File: config.mk
export PLATFORM = sky130hd
export DESIGN_NAME = simt_mpc_arbiter
export DESIGN_NICKNAME = d
export VERILOG_FILES = /design/src/rtl/simt_pkg.sv /design/src/rtl/simt_pc_file.sv /design/src/rtl/simt_pc_vote.sv /design/src/rtl/simt_mpc_arbiter.sv
export SDC_FILE = /design/constraint.sdc
export NUM_CORES = 1
export LEC_CHECK = 0
export BUFFER_PORTS_ARGS = -buffer_cell sky130_fd_sc_hd__buf_4
export CELL_PAD_IN_SITES_DETAIL_PLACEMENT = 1
export CELL_PAD_IN_SITES_GLOBAL_PLACEMENT = 1
export CORE_MARGIN = 5
export CORE_UTILIZATION = 46
export CTS_CLUSTER_DIAMETER = 30
export DETAILED_ROUTE_END_ITERATION = 6
export PLACE_DENSITY_LB_ADDON = 0.2
export SYNTH_ARGS = -nofsm -noshare
export SYNTH_HDL_FRONTEND = slang
export SYNTH_SLANG_ARGS = --single-unit
File: constraint.sdc
create_clock -name clk -period 43.8 [get_ports clk]
set_input_delay 6.57 -clock clk [delete_from_list [all_inputs] [get_ports clk]]
set_output_delay 6.57 -clock clk [all_outputs]
set_load 0.02 [all_outputs]
File: src/rtl/simt_pkg.sv
package simt_pkg;
    typedef enum logic [1:0] {
        POL_MAJORITY = 2'd0,
        POL_LOWEST   = 2'd1,
        POL_DEEPEST  = 2'd2,
        POL_DEPTH_PC = 2'd3
    } vote_pol_e;

    typedef enum logic {
        WS_RUN     = 1'b0,
        WS_RETIRED = 1'b1
    } warp_st_e;
endpackage

File: src/rtl/simt_pc_file.sv
module simt_pc_file #(
    parameter int NTHR    = 8,
    parameter int PCW     = 16,
    parameter int BOOT_PC = 0
) (
    input  logic                 clk,
    input  logic                 rst_n,
    input  logic [NTHR-1:0]      adv,
    input  logic [NTHR-1:0]      br_taken,
    input  logic [NTHR*PCW-1:0]  br_target,
    output logic [NTHR*PCW-1:0]  pc_flat
);
    localparam logic [PCW-1:0] BOOT = PCW'(BOOT_PC);

    for (genvar t = 0; t < NTHR; t++) begin : g_thr
        logic [PCW-1:0] pc_q;
        always_ff @(posedge clk or negedge rst_n) begin
            if (!rst_n) begin
                pc_q <= BOOT;
            end else if (adv[t]) begin
                pc_q <= br_taken[t] ? br_target[t*PCW +: PCW] : pc_q + PCW'(1);
            end
        end
        assign pc_flat[t*PCW +: PCW] = pc_q;
    end
endmodule

File: src/rtl/simt_pc_vote.sv
module simt_pc_vote
    import simt_pkg::*;
#(
    parameter int NTHR = 8,
    parameter int PCW  = 16,
    parameter int DW   = 4
) (
    input  logic [NTHR*PCW-1:0] pc_flat,
    input  logic [NTHR*DW-1:0]  depth,
    input  logic [NTHR-1:0]     elig,
    input  vote_pol_e           policy,
    output logic [PCW-1:0]      sel_pc,
    output logic                any_elig
);
    localparam int CW = $clog2(NTHR + 1);

    logic [PCW-1:0] pcs  [NTHR];
    logic [DW-1:0]  deps [NTHR];
    logic [CW-1:0]  cnt  [NTHR];
    logic [CW-1:0]  best_cnt;
    logic [DW-1:0]  best_dep;
    logic           take;

    for (genvar t = 0; t < NTHR; t++) begin : g_unpack
        assign pcs[t]  = pc_flat[t*PCW +: PCW];
        assign deps[t] = depth[t*DW +: DW];
    end

    always_comb begin
        for (int i = 0; i < NTHR; i++) begin
            cnt[i] = '0;
            for (int j = 0; j < NTHR; j++) begin
                if (elig[j] && pcs[j] == pcs[i]) cnt[i] = cnt[i] + CW'(1);
            end
        end
        sel_pc   = '0;
        best_cnt = '0;
        best_dep = '0;
        any_elig = 1'b0;
        take     = 1'b0;
        for (int i = 0; i < NTHR; i++) begin
            if (elig[i]) begin
                unique case (policy)
                    POL_MAJORITY: take = (cnt[i] > best_cnt) ||
                                         (cnt[i] == best_cnt && pcs[i] < sel_pc);
                    POL_LOWEST:   take = pcs[i] < sel_pc;
                    POL_DEEPEST:  take = deps[i] > best_dep;
                    POL_DEPTH_PC: take = (deps[i] > best_dep) ||
                                         (deps[i] == best_dep && pcs[i] < sel_pc);
                    default:      take = 1'b0;
                endcase
                if (!any_elig || take) begin
                    sel_pc   = pcs[i];
                    best_cnt = cnt[i];
                    best_dep = deps[i];
                end
                any_elig = 1'b1;
            end
        end
    end
endmodule

File: src/rtl/simt_mpc_arbiter.sv
module simt_mpc_arbiter
    import simt_pkg::*;
#(
    parameter int NTHR    = 8,
    parameter int PCW     = 16,
    parameter int DW      = 4,
    parameter int BOOT_PC = 0
) (
    input  logic                clk,
    input  logic                rst_n,
    input  logic [1:0]          policy,
    input  logic [NTHR-1:0]     br_taken,
    input  logic [NTHR*PCW-1:0] br_target,
    input  logic [NTHR*DW-1:0]  depth,
    input  logic [NTHR-1:0]     done,
    output logic                fetch_valid,
    output logic [PCW-1:0]      fetch_pc,
    output logic [NTHR-1:0]     active_mask,
    output logic                warp_done
);
    warp_st_e            state_q, state_d;
    logic                all_done;
    logic [NTHR-1:0]     elig;
    logic [NTHR*PCW-1:0] pc_flat;
    logic [PCW-1:0]      sel_pc;
    logic                any_elig;

    assign all_done = &done;

    always_ff @(posedge clk or negedge rst_n) begin
        if (!rst_n) state_q <= WS_RUN;
        else        state_q <= state_d;
    end

    always_comb begin
        state_d = state_q;
        unique case (state_q)
            WS_RUN:     if (all_done)  state_d = WS_RETIRED;
            WS_RETIRED: if (!all_done) state_d = WS_RUN;
            default:    state_d = WS_RUN;
        endcase
    end

    always_comb begin
        elig      = '0;
        warp_done = 1'b0;
        unique case (state_q)
            WS_RUN:     elig      = ~done;
            WS_RETIRED: warp_done = 1'b1;
            default:    elig      = '0;
        endcase
    end

    simt_pc_vote #(.NTHR(NTHR), .PCW(PCW), .DW(DW)) u_vote (
        .pc_flat  (pc_flat),
        .depth    (depth),
        .elig     (elig),
        .policy   (vote_pol_e'(policy)),
        .sel_pc   (sel_pc),
        .any_elig (any_elig)
    );

    always_comb begin
        for (int t = 0; t < NTHR; t++) begin
            active_mask[t] = elig[t] && (pc_flat[t*PCW +: PCW] == sel_pc);
        end
    end

    assign fetch_valid = any_elig;
    assign fetch_pc    = any_elig ? sel_pc : '0;

    simt_pc_file #(.NTHR(NTHR), .PCW(PCW), .BOOT_PC(BOOT_PC)) u_pcs (
        .clk       (clk),
        .rst_n     (rst_n),
        .adv       (active_mask),
        .br_taken  (br_taken),
        .br_target (br_target),
        .pc_flat   (pc_flat)
    );
endmodule

# Word level (Yosys, flattened, before mapping)
# Index checks and enable logic that the tools add are counted.
# Widths: inputs -> output; s select.
[totals]
output_inout_bits = 26
reg_bits = 129
[op_classes]
reduce_logical = 108
magnitude_cmp = 21
bitwise_logic = 1
n_addsub = 64
mux = 139
eq_ne = 81
[ops]
columns = ["cell", "n"]
rows = [
  ["$eq 16x16->1", 64],
  ["$mux 16", 24],
  ["$mux 4", 82],
  ["$add 4x1->4 const B", 49],
  ["$add 16x1->16 const B", 8],
  ["$lt 16x16->1", 7],
  ["$logic_and 1x1->1", 78],
  ["$eq 4x4->1", 14],
  ["$gt 4x4->1", 14],
  ["$pmux 1 s4", 7],
  ["$mux 1", 25],
  ["$logic_or 1x1->1", 21],
  ["$add 1x1->2 const B", 7],
  ["$mux 8", 1],
  ["$not 8->8", 1],
  ["$reduce_and 8->1", 1],
  ["$logic_not 1->1", 7],
  ["$eq 2x2->1 const B", 2],
  ["$eq 2x1->1 const B", 1],
  ["$logic_not 2->1", 1],
]

# Logic depth before layout (Yosys ltp)
[logic_depth]
depth_word = 76
mapped_depth = 136

# By module
# From an unflattened synthesis, not the netlist that was laid out.
[unflattened]
hier_cells = 3312
hier_area_um2 = 24823.8
[modules_own_cells]
columns = ["mod", "area_per_inst_um2", "n_inst", "cells_per_inst"]
rows = [
  ["simt_pc_vote", 15331.0, 1, 2139],
  ["simt_pc_file", 7721.2, 1, 951],
  ["simt_mpc_arbiter", 1771.7, 1, 222],
]

# Worst setup path after synthesis
# No wires, ideal clock.
[synth_path]
path_kind = "input -> output"
from = "in done[0]"
to = "out active_mask[2]"
arrival_time_ns = 28.159
t_required_ns = 37.230
path_stages = 114
setup_slack_ns = 9.071
path_buffers = 18
cell_sequence = "nor2_4 -> clkbuf_1 -> clkbuf_1 -> nand2_1 -> inv_1 -> ha_1 -> xor2_1 -> inv_1 -> ha_1 -> mux2_2 -> ha_1 -> mux2_2 -> ha_1 -> mux2_2 -> ha_1 -> mux2_2 -> ha_1 -> nand3_1 -> [... 78 more ...] -> buf_4 -> clkbuf_1 -> buf_1 -> o21ai_0 -> ha_1 -> nand2b_1 -> a21o_1 -> a21oi_1 -> nor2b_1 -> o31ai_1 -> nor3_1 -> a22o_1 -> a31oi_2 -> mux2_2 -> xnor2_1 -> or3_1 -> nor4b_4 -> buf_2"
[synth_between]
elab_chain_cells = 76
[synth_rtl]
columns = ["item", "line", "rtl"]
rows = [
  ["start, declared", "simt_mpc_arbiter.sv:15", "input logic [NTHR-1:0] done,"],
  ["$not 8->8 *", "simt_mpc_arbiter.sv:48", "WS_RUN: elig = ~done;"],
  ["$mux 8 *", "simt_mpc_arbiter.sv:47", "unique case (state_q)"],
  ["branches (longest 71 deep; another with $add 4x1->4)", "--", ""],
  ["$mux 16 *", "simt_pc_vote.sv:42", "if (elig[i]) begin"],
  ["$eq 16x16->1 *", "simt_mpc_arbiter.sv:65", "active_mask[t] = elig[t] && (pc_flat[t*PCW +: PCW] == sel_pc);"],
  ["$logic_and 1x1->1 *", "simt_mpc_arbiter.sv:65", ""],
  ["end, declared", "simt_mpc_arbiter.sv:18", "output logic [NTHR-1:0] active_mask,"],
]
# Every way passes the cells marked *. The select of a mux whose other input is x is not followed.

# Final worst setup path
[layout_path]
from = "in done[0]"
to = "out active_mask[3]"
# Same word-level chain as after synthesis.

==> flow_metrics.env <==
export IMPL_cts_max_level=4
export IMPL_syn_cell_area_um2=25600
export IMPL_cap_viol_max_count=0
export IMPL_netlist_instances=3523
export IMPL_initial_core_util_pct=46.4
export IMPL_stdcell_count=4389
export IMPL_synth_nets=3922
export IMPL_tightestPinTransition_ns=1.33
export IMPL_ant_nets=0
export IMPL_synth_edf_count=0
export IMPL_cts_buffers=17
export IMPL_end_kind="output pin"
export IMPL_vias=30000
export IMPL_fin_util_pct=52.4
export IMPL_clkTransAtPathRegs_ns=0.07
export IMPL_yosys_warnings=0
export IMPL_synth_distinct_cells=112
export IMPL_drv_slew=0
export IMPL_ys_async_sr_fraction_pct=100
export IMPL_post_dp_cell_area_um2=28300
export IMPL_postCtsResizedCells=0
export IMPL_tns_ns=0
export IMPL_outcome="completed"
export IMPL_timing_critical_path_mode_cell="a21oi_1"
export IMPL_hp_class="reg -> reg"
export IMPL_die_y_um=246
export IMPL_fin_crit_ns=40.62
export IMPL_drc_errors=0
export IMPL_cts_root_buffer="clkbuf_16"
export IMPL_yosysTopAreaCell="xnor2_1"
export IMPL_ios=206
export IMPL_port_buffers=205
export IMPL_fin_nets=4027
export IMPL_synthTopCellsByArea="xnor2_1, dfrtp_1, ha_1"
export IMPL_grtUsageTotal_pct=43.4
export IMPL_pre_cts_ws_ns=4.30
export IMPL_yosysMostFrequentCell="xnor2_1"
export IMPL_coreArea_um2=55100
export IMPL_critPathKind="in -> out"
export IMPL_cts_buffer_depth=2
export IMPL_cp_max_fo=30
export IMPL_leakagePower_nw=12.1
export IMPL_post_cts_setup_buffer_count=0
export IMPL_slowest_delay_ns=0.83
export IMPL_overflow=0
export IMPL_n_antenna_cell=0
export IMPL_clock_latency_ns=0.51
export IMPL_drt_iter0_drc=2876
export IMPL_arrival_ns=34.05
export IMPL_die_area_um2=60400
export IMPL_vdd_ir_drop_max_uv=84.2
export IMPL_wl_um=136000
export IMPL_grt_pass1_wl_um=198000
export IMPL_ys_flop_type="dfrtp_1"
export IMPL_rows=86
export IMPL_hold_buffers=0
export IMPL_hold_violations=0
export IMPL_dpl_hpwl_um=101000
export IMPL_rsz0062_at_grt="false"
export IMPL_fmax_ghz=0.0246
export IMPL_drive_gt1_share_pct=15.0
export IMPL_crit_slowest_cell="o31ai_1"
export IMPL_grt_max_degree=80
export IMPL_setup_viol=0
export IMPL_finalCritPeriodShare_pct=92.7
export IMPL_setup_slack_ns=3.18
export IMPL_ys_seq_area_share_pct=12.6
export IMPL_fin_skew_ns=0.0214
export IMPL_synth_area_per_cell_um2=7.26
export IMPL_drt_pre_antenna_iters=5
export IMPL_fin_area_um2=28800
export IMPL_power_density_nw_per_um2=88.1
export IMPL_via_per_inst=6.85
export IMPL_synth_seq_cells=129
export IMPL_cp_required_ns=37.23
export IMPL_gp_congestion=1.09
export IMPL_slew_headroom_pct=10.7
export IMPL_grt_pass1_vias=31200
export IMPL_dp_cells=4357
export IMPL_yosys_top_cells_count="xnor2_1, nand2_1, a21oi_1"
export IMPL_wire_per_inst_um=31.1
export IMPL_antenna_found_initial=6
export IMPL_syn_to_final_growth_pct=12.7
export IMPL_cts_tree="built"
export IMPL_worst_setup_path_start_kind="input pin"
export IMPL_die_w_um=246
export IMPL_cts_sinks=129
export IMPL_synth_top_area_share_pct=15.3
layer usage:
metal	vias to the layer above	track usage, %	wire [um]
li1	12700	-	-
met1	14700	52.6	51600
met2	1924	67.5	58800
met3	693	11.2	14600
met4	4	29.8	11500
met5	-	0	30
worst max-delay path: cells and delay by family:
kind	cells	cell delay (ns)
adder cells (fa/ha/maj)	10	2.93
AO/OA/AOI/OAI	44	11.26
buffers and inverters	8	2.68
AND/OR/NAND/NOR	30	7.43
multiplexers	5	2.11
XOR/XNOR	5	0.91
placed cells by master, fill, tap and decap left out, types with 129 or more instances in the layout:
cell     count
a21oi_1    231
inv_1      202
o21ai_0    221
ha_1       219
nand4_1    129
nor2_1     203
xor2_1     175
xnor2_1    447
buf_4      384
dfrtp_1    129
nand2_1    300
logic make-up after synthesis:
| family | after synthesis | synth area share [%] |
|---|---|---|
| compound gates | 890 | 22.7 |
| xor+xnor | 622 | 21.3 |
| fa+ha+maj | 223 | 10.9 |
| buf+inv | 512 | 7.81 |
| flops | 129 | 12.6 |
| mux | 96 | 4.25 |
| simple gates | 1051 | 20.5 |
flip-flops by register name, summed over array words and instances, names as in the netlist:
| signal | count |
|---|---|
| state_q | 1 |
| u_pcs.g_thr.pc_q | 128 |
final timing paths:
kind,start,to,cells after the start,slack [ns]
setup / recovery,done[0],active_mask[3],102,3.18
hold / removal,u_pcs.g_thr[1].pc_q[8]$_DFFE_PN0P_,u_pcs.g_thr[1].pc_q[8]$_DFFE_PN0P_,1,0.76
setup reg to reg,u_pcs.g_thr[1].pc_q[10]$_DFFE_PN0P_,u_pcs.g_thr[3].pc_q[10]$_DFFE_PN0P_,102,14.70
hold reg to reg,u_pcs.g_thr[1].pc_q[8]$_DFFE_PN0P_,u_pcs.g_thr[1].pc_q[8]$_DFFE_PN0P_,1,0.76
max in group asynchronous,rst_n,u_pcs.g_thr[4].pc_q[0]$_DFFE_PN0P_,2,36.38
min in group asynchronous,rst_n,u_pcs.g_thr[0].pc_q[6]$_DFFE_PN0P_,1,6.11
layout make-up:
class	instances	area (um2)
Inverter	213	800
Fill cell	7036	26200
Timing Repair Buffer	385	2890
Sequential cell	129	3230
Clock buffer	17	425
Multi-Input combinational cell	2882	20400
Clock inverter	15	161
Tap cell	748	936
power breakdown:
group	switching, mW	internal [mW]	total (mW)
sequential	0.0417	0.157	0.198
combinational	1.42	0.771	2.19
clock	0.0754	0.0807	0.156
metrics by stage:
step / total power, mW / hold WS [ns]
final: 2.54 / 0.764
after global routing: 2.63 / 0.767
after CTS: 2.45 / 0.761
after detailed placement: 2.28 / 0.746
after global placement: 2.23 / 0.724
after floorplan: 1.55 / 0.606
No activity file was read; power rests on OpenSTA's default activity.
